===== src/rtl/rx_admit_pkg.sv =====
package rx_admit_pkg;

    typedef enum logic [0:0] {
        S_IDLE   = 1'b0,
        S_REPORT = 1'b1
    } admit_state_t;

    typedef struct packed {
        logic is_runt;
        logic is_short;
        logic any_err;
    } frame_class_t;

    typedef struct packed {
        logic ctrl;
        logic fragment;
        logic undersized;
        logic crc_err;
        logic align_err;
        logic code_err;
    } rx_status_t;

    typedef struct packed {
        logic       forward;
        logic       pause;
        rx_status_t status;
    } admit_result_t;

endpackage


===== src/rtl/rx_frame_classify.sv =====
module rx_frame_classify
    import rx_admit_pkg::*;
#(
    parameter int LEN_W     = 16,
    parameter int SHORT_LIM = 64,
    parameter int FLOOR_LIM = 33
) (
    input  logic [LEN_W-1:0] frame_len,
    input  logic             err_crc,
    input  logic             err_align,
    input  logic             err_code,
    output frame_class_t     fclass
);

    localparam logic [LEN_W-1:0] ShortLim = LEN_W'(SHORT_LIM);
    localparam logic [LEN_W-1:0] FloorLim = LEN_W'(FLOOR_LIM);

    always_comb begin
        fclass.is_runt  = (frame_len < FloorLim);
        fclass.is_short = (frame_len < ShortLim);
        fclass.any_err  = err_crc | err_align | err_code;
    end

endmodule


===== src/rtl/rx_admit_policy.sv =====
module rx_admit_policy
    import rx_admit_pkg::*;
(
    input  frame_class_t  fclass,
    input  logic          err_crc,
    input  logic          err_align,
    input  logic          err_code,
    input  logic          is_ctrl,
    input  logic          is_pause,
    input  logic          copy_ctrl_en,
    input  logic          copy_short_en,
    input  logic          copy_err_en,
    input  logic          pause_honor_en,
    output admit_result_t result
);

    logic len_ok;
    logic err_ok;
    logic ctrl_ok;

    always_comb begin
        len_ok  = !fclass.is_runt && (!fclass.is_short || copy_short_en);
        err_ok  = !fclass.any_err || copy_err_en;
        ctrl_ok = !is_ctrl || copy_ctrl_en;

        result.forward           = len_ok && err_ok && ctrl_ok;
        result.pause             = is_ctrl && is_pause && pause_honor_en && !fclass.any_err;
        result.status.ctrl       = is_ctrl;
        result.status.fragment   = fclass.is_short && fclass.any_err;
        result.status.undersized = fclass.is_short && !fclass.any_err;
        result.status.crc_err    = err_crc;
        result.status.align_err  = err_align;
        result.status.code_err   = err_code;
    end

endmodule


===== src/rtl/rx_admit_hold.sv =====
module rx_admit_hold
    import rx_admit_pkg::*;
(
    input  logic          clk,
    input  logic          rst_n,
    input  logic          load,
    input  admit_result_t din,
    output admit_result_t dout
);

    always_ff @(posedge clk) begin
        if (!rst_n) begin
            dout <= '0;
        end else if (load) begin
            dout <= din;
        end
    end

endmodule


===== src/rtl/rx_admit_filter.sv =====
module rx_admit_filter
    import rx_admit_pkg::*;
#(
    parameter int LEN_W     = 16,
    parameter int SHORT_LIM = 64,
    parameter int FLOOR_LIM = 33
) (
    input  logic             clk,
    input  logic             rst_n,
    input  logic             eof_strobe,
    input  logic [LEN_W-1:0] frame_len,
    input  logic             err_crc,
    input  logic             err_align,
    input  logic             err_code,
    input  logic             is_ctrl,
    input  logic             is_pause,
    input  logic             copy_ctrl_en,
    input  logic             copy_short_en,
    input  logic             copy_err_en,
    input  logic             pause_honor_en,
    output logic             dec_valid,
    output logic             dec_forward,
    output logic             st_ctrl,
    output logic             st_fragment,
    output logic             st_undersized,
    output logic             st_crc_err,
    output logic             st_align_err,
    output logic             st_code_err,
    output logic             pause_act
);

    admit_state_t  state_q;
    admit_state_t  state_d;
    frame_class_t  fclass;
    admit_result_t result_now;
    admit_result_t result_held;

    rx_frame_classify #(
        .LEN_W    (LEN_W),
        .SHORT_LIM(SHORT_LIM),
        .FLOOR_LIM(FLOOR_LIM)
    ) u_classify (
        .frame_len(frame_len),
        .err_crc  (err_crc),
        .err_align(err_align),
        .err_code (err_code),
        .fclass   (fclass)
    );

    rx_admit_policy u_policy (
        .fclass        (fclass),
        .err_crc       (err_crc),
        .err_align     (err_align),
        .err_code      (err_code),
        .is_ctrl       (is_ctrl),
        .is_pause      (is_pause),
        .copy_ctrl_en  (copy_ctrl_en),
        .copy_short_en (copy_short_en),
        .copy_err_en   (copy_err_en),
        .pause_honor_en(pause_honor_en),
        .result        (result_now)
    );

    rx_admit_hold u_hold (
        .clk  (clk),
        .rst_n(rst_n),
        .load (eof_strobe),
        .din  (result_now),
        .dout (result_held)
    );

    // Next-state: T_CAPTURE on strobe, T_RELEASE otherwise
    always_comb begin
        state_d = state_q;
        unique case (state_q)
            S_IDLE:   state_d = eof_strobe ? S_REPORT : S_IDLE;
            S_REPORT: state_d = eof_strobe ? S_REPORT : S_IDLE;
            default:  state_d = S_IDLE;
        endcase
    end

    always_ff @(posedge clk) begin
        if (!rst_n) begin
            state_q <= S_IDLE;
        end else begin
            state_q <= state_d;
        end
    end

    // Outputs: presented only while reporting
    always_comb begin
        dec_valid     = 1'b0;
        dec_forward   = 1'b0;
        pause_act     = 1'b0;
        st_ctrl       = 1'b0;
        st_fragment   = 1'b0;
        st_undersized = 1'b0;
        st_crc_err    = 1'b0;
        st_align_err  = 1'b0;
        st_code_err   = 1'b0;
        unique case (state_q)
            S_IDLE: begin
            end
            S_REPORT: begin
                dec_valid     = 1'b1;
                dec_forward   = result_held.forward;
                pause_act     = result_held.pause;
                st_ctrl       = result_held.status.ctrl;
                st_fragment   = result_held.status.fragment;
                st_undersized = result_held.status.undersized;
                st_crc_err    = result_held.status.crc_err;
                st_align_err  = result_held.status.align_err;
                st_code_err   = result_held.status.code_err;
            end
            default: begin
            end
        endcase
    end

endmodule


===== config.mk =====
export PLATFORM = sky130hd
export DESIGN_NAME = rx_admit_filter
export DESIGN_NICKNAME = d
export VERILOG_FILES = /design/src/rtl/rx_admit_pkg.sv /design/src/rtl/rx_frame_classify.sv /design/src/rtl/rx_admit_policy.sv /design/src/rtl/rx_admit_hold.sv /design/src/rtl/rx_admit_filter.sv
export SDC_FILE = /design/constraint.sdc
export NUM_CORES = 1
export LEC_CHECK = 0
export BUFFER_PORTS_ARGS = -buffer_cell sky130_fd_sc_hd__buf_2
export CAP_MARGIN = 20
export CORE_MARGIN = 2
export CORE_UTILIZATION = 42
export DETAILED_ROUTE_END_ITERATION = 10
export PLACE_DENSITY = 0.81
export SLEW_MARGIN = 5
export SYNTH_ARGS = -nofsm -noshare
export SYNTH_HDL_FRONTEND = slang
export SYNTH_HIERARCHICAL = 1
export SYNTH_SLANG_ARGS = --single-unit

===== constraint.sdc =====
create_clock -name clk -period 5.4 [get_ports clk]
set_clock_uncertainty 0.2 [all_clocks]
set_input_delay 0.81 -clock clk [delete_from_list [all_inputs] [get_ports clk]]
set_output_delay 0.81 -clock clk [all_outputs]
set_load 0.005 [all_outputs]

=== Word level (Yosys, flattened, before mapping) ===
Cells that the tools add are included.

* Bits in registers: 9
* Latch bits: 0
* Bits in writable memories: 0
* Memory bits (read-only): 0
* Input bits: 28
* Word-level logic and storage cells: 38
* Memories: 0

* Add/sub/neg operators: 0
* Multipliers: 0
* Divide/modulo/power cells: 0
* $lt $le $gt $ge: 2
* Equality and inequality tests: 0
* Shift operators: 0
* Multiplexer cells: 10
* Bitwise operators: 2
* Reductions and logical operators: 15

{| class="wikitable"
|+ Operator list
! kind !! number
|-
| 16-bit by 6-bit < comparator with 1-bit output (second input constant) || 1
|-
| 16-bit by 7-bit < comparator with 1-bit output (second input constant) || 1
|-
| 1-bit 2-to-1 mux || 10
|-
| 1-bit logical AND || 8
|-
| 1-bit logical NOT || 4
|-
| 1-bit logical OR || 3
|-
| 1-bit OR || 2
|}

=== Longest topological paths before layout ===
* Word-level depth: 6
* Mapped depth: 6
* Mapped depth without buffers: 6

=== By module ===
Netlist, hierarchy kept.

{| class="wikitable"
|+ By module, submodules not included
! module !! instances !! cells each !! area each (um2) !! seq. area each (um2)
|-
| rx_admit_hold || 1 || 25 || 301.5 || 160.2
|-
| rx_admit_policy || 1 || 11 || 108.9 || 0.0
|-
| rx_admit_filter || 1 || 10 || 76.3 || 20.0
|-
| rx_frame_classify || 1 || 7 || 65.1 || 0.0
|}

=== Worst setup path after synthesis ===
No wires, ideal clock.

* Kind: input port to flip-flop
* Start point: in frame_len[8]
* End point: reg u_hold/dout[7] (netlist bit)
* Library setup time: 0.116 ns
* Arrival time: 2.096 ns
* Data required time: 5.084 ns
* Setup slack: 2.988 ns
* Cell stages on the path: 6
* Buffers on the path: 0
* Cells stage by stage: or4_4 -> nor4_4 -> and2_1 -> a2111oi_4 -> mux2i_1 -> nor2b_1

{| class="wikitable"
|+ RTL lines
! element !! RTL line !! source
|-
| from (decl) || rx_admit_filter.sv:11 || <nowiki>input logic [LEN_W-1:0] frame_len,</nowiki>
|-
| to (signal assigned) || rx_admit_hold.sv:15 || <nowiki>dout <= din;</nowiki>
|-
| to (decl) || rx_admit_hold.sv:8 || <nowiki>output admit_result_t dout</nowiki>
|}

==> impl_metrics.yaml <==
cts:
  cts_tree: "built"
  cts_root_buf: "clkbuf_4"
  htreeDepth: 1
  hold_buffers: 0
  clkTransAtPathRegs_ps: 60
  cts_buffers: 3
  clockBufferDepth: 2
  cts-resized-gates: 0
  clock-sinks: 9
  post_cts.repair.setup_buffers: 0
  clkLatencyLatePin_ps: 260
detailed_routing:
  wire_per_inst_um: 11.6
  drt_iter0_markers: 4
  firstDrtPassIters: 2
  via_per_inst: 4.69
  drc: 0
  final_antenna_net_count: 0
  wirelength_um: 1200
  via_count: 483
sta:
  period_needed_ps: 2330
  worst-slew-pin-transition_ps: 339
  rsz0062_at_grt: "false"
  max_slew_margin_pct: 77.2
  fin_ws_ps: 3070
  finalHoldViolCount: 0
  setup_viol: 0
  slew_violations: 0
  max_freq_mhz: 429
  fin_crit_sh_pct: 43.1
  tns_ps: 0
cells_and_area:
  fillerInstances: 121
  instances_no_fill: 103
  final_area_um2: 736
  antenna_cells: 0
  seqCellArea_um2: 180
  multiInputGateArea_um2: 327
  nNetsFinal: 117
  area_delta_synth_final_pct: 33.3
  drive_gt1_share_pct: 52.3
synth:
  synth_edf_count: 0
  async_flop_share_pct: 0
  netlist.area_leader.share_pct: 32.7
  yosysTopAreaCell: "dfxtp_1"
  synth.most_common_cell: "and2_1"
  synth_area_leaders: "dfxtp_1, mux2i_1, and2_1, nor2b_1, buf_4"
  netlist_area_um2: 552
  yosysSeqAreaShare_pct: 32.7
  synthDistinctLibCells: 17
  yosysWarnings: 6
  synth_common_cells: "and2_1, dfxtp_1, nor2b_1"
  ys.flop_type: "dfxtp_1"
  synth.net_count: 81
  postSynthCellCount: 53
  synth_area_per_cell_um2: 10.4
  ys_seq_elements: 9
placement:
  place_area_um2: 709
  globalplace.congestion: 0.702
  pre_cts_ws_ps: 2770
  placedCellCount: 99
  place_hpwl_um: 952
  portBuffers: 36
status:
  status: "completed"
critical_path:
  crit_family: "simple AND/OR/NAND/NOR gates"
  critPathRequiredTime_ps: 5360
  path_class: "in -> reg"
  r2r_cells: 2
  r2r_slack_ps: 4570
  critPathBufInv: 1
  r2r-end: "u_hold/dout[1]$_SDFFE_PN0P_"
  critPathArrivalTime_ps: 2290
  path_max_fanout: 4
  cp-startpoint: "frame_len[8]"
  setup.worst_path.end: "u_hold/dout[7]$_SDFFE_PN0P_"
  worstPathCellList: "buf_2, or4_4, nor4_4, and2_1, a2111oi_4, mux2i_1, nor2b_1"
  cp.depth: 7
  slowest_stage: "or4_4"
  endpoint_kind: "flip-flop"
  cp_slowest_stage_delay_ps: 530
  r2r-start: "u_hold/dout[1]$_SDFFE_PN0P_"
  start_kind: "primary input"
die:
  dieArea_um2: 1620
  start_util_pct: 43.5
  fp-row-count: 13
  die_w_um: 40.2
  core_area_um2: 1270
  ios: 37
  fp.dieH_um: 40.2
global_route:
  grt_first_pass_wirelength_um: 1780
  grt_max_degree: 10
  antenna_found_initial: 0
  grt_usage_pct: 17.6
  grt_pass1_vias: 394
  overflow: 0
min_path:
  hold_path_class: "reg -> reg"
power_and_ir_drop:
  power_density_nw_per_um2: 200
  power_leakage_nw: 0.380
  max-vdd-ir-drop_v: 0.000166
job:
  cap_viol_max_count: 0
[per-stage QoR]
| stage | hold WS (ps) | util [%] | power (mW) |
|---|---|---|---|
| 2_1_floorplan | 274 | - | 0.0854 |
| 3_5_place_dp | 301 | 55.9 | 0.0963 |
| 6_report | 315 | 58.0 | 0.147 |
| 3_3_place_gp | 287 | 55.9 | 0.0954 |
| 4_1_cts | 314 | 58.0 | 0.149 |
| 5_1_grt | 333 | 58.0 | 0.155 |
[worst register-to-register path, stage by stage (launching register included)]
cell and delay [ps]:
dfxtp_1 310, mux2i_1 140, nor2b_1 70
[registers in the layout, summed over array words and instances, names as in the netlist]
name,count
state_q,1
u_hold/dout,8
[kinds of logic (layout without fill, tap and decap cells)]
kind of cell / Yosys count / after routing / share of synthesized area (%)
AOI/OAI and AO/OA: 2 / 2 / 5.90
buffers and inverters: 6 / 41 / 8.16
DFF: 9 / 9 / 32.7
muxes: 8 / 8 / 14.5
and+or+nand+nor: 28 / 28 / 38.8
[area by class of cell]
| cell class | instances | area share [%] |
|---|---|---|
| clock buffer | 4 | 3.57 |
| inverter | 1 | 0.510 |
| sequential | 9 | 24.5 |
| multi-input combinational | 38 | 44.4 |
| tap | 15 | 2.55 |
| timing repair buffer | 36 | 24.5 |
[cell usage in the layout (no fill, tap or decap), drive strengths merged]
| cell type | count |
|---|---|
| buf | 36 |
| and2 | 11 |
| nor2b | 10 |
| dfxtp | 9 |
| mux2i | 8 |
| clkbuf | 4 |
| or4 | 3 |
| or3 | 1 |
| nor4 | 1 |
| o21ai | 1 |
| inv | 1 |
| a2111oi | 1 |
| and4b | 1 |
| and2b | 1 |
[power breakdown]
group	switching (mW)	total [mW]	internal (mW)
registers	0.00176	0.0708	0.0691
clock network	0.0240	0.0524	0.0285
logic	0.00971	0.0241	0.0144
[how the worst min path moves through the flow]
stage,slack [ps],depth (start not counted),startpoint,endpoint
after floorplan,270,2,u_hold/dout[6]$_SDFFE_PN0P_,u_hold/dout[6]$_SDFFE_PN0P_
after global placement,290,2,u_hold/dout[0]$_SDFFE_PN0P_,u_hold/dout[0]$_SDFFE_PN0P_
after detailed placement,300,2,u_hold/dout[4]$_SDFFE_PN0P_,u_hold/dout[4]$_SDFFE_PN0P_
after CTS,310,2,u_hold/dout[3]$_SDFFE_PN0P_,u_hold/dout[3]$_SDFFE_PN0P_
after global routing,330,2,u_hold/dout[3]$_SDFFE_PN0P_,u_hold/dout[3]$_SDFFE_PN0P_
final,310,2,u_hold/dout[0]$_SDFFE_PN0P_,u_hold/dout[0]$_SDFFE_PN0P_
[metal layers]
layer	up-vias	wire (um)	GRT usage [%]
met4	0	0	7.50
met1	227	439	19.1
li1	246	-	-
met2	10	708	30.2
met3	0	47	6.67
met5	-	0	0
No activity file was read; power rests on OpenSTA's default activity.
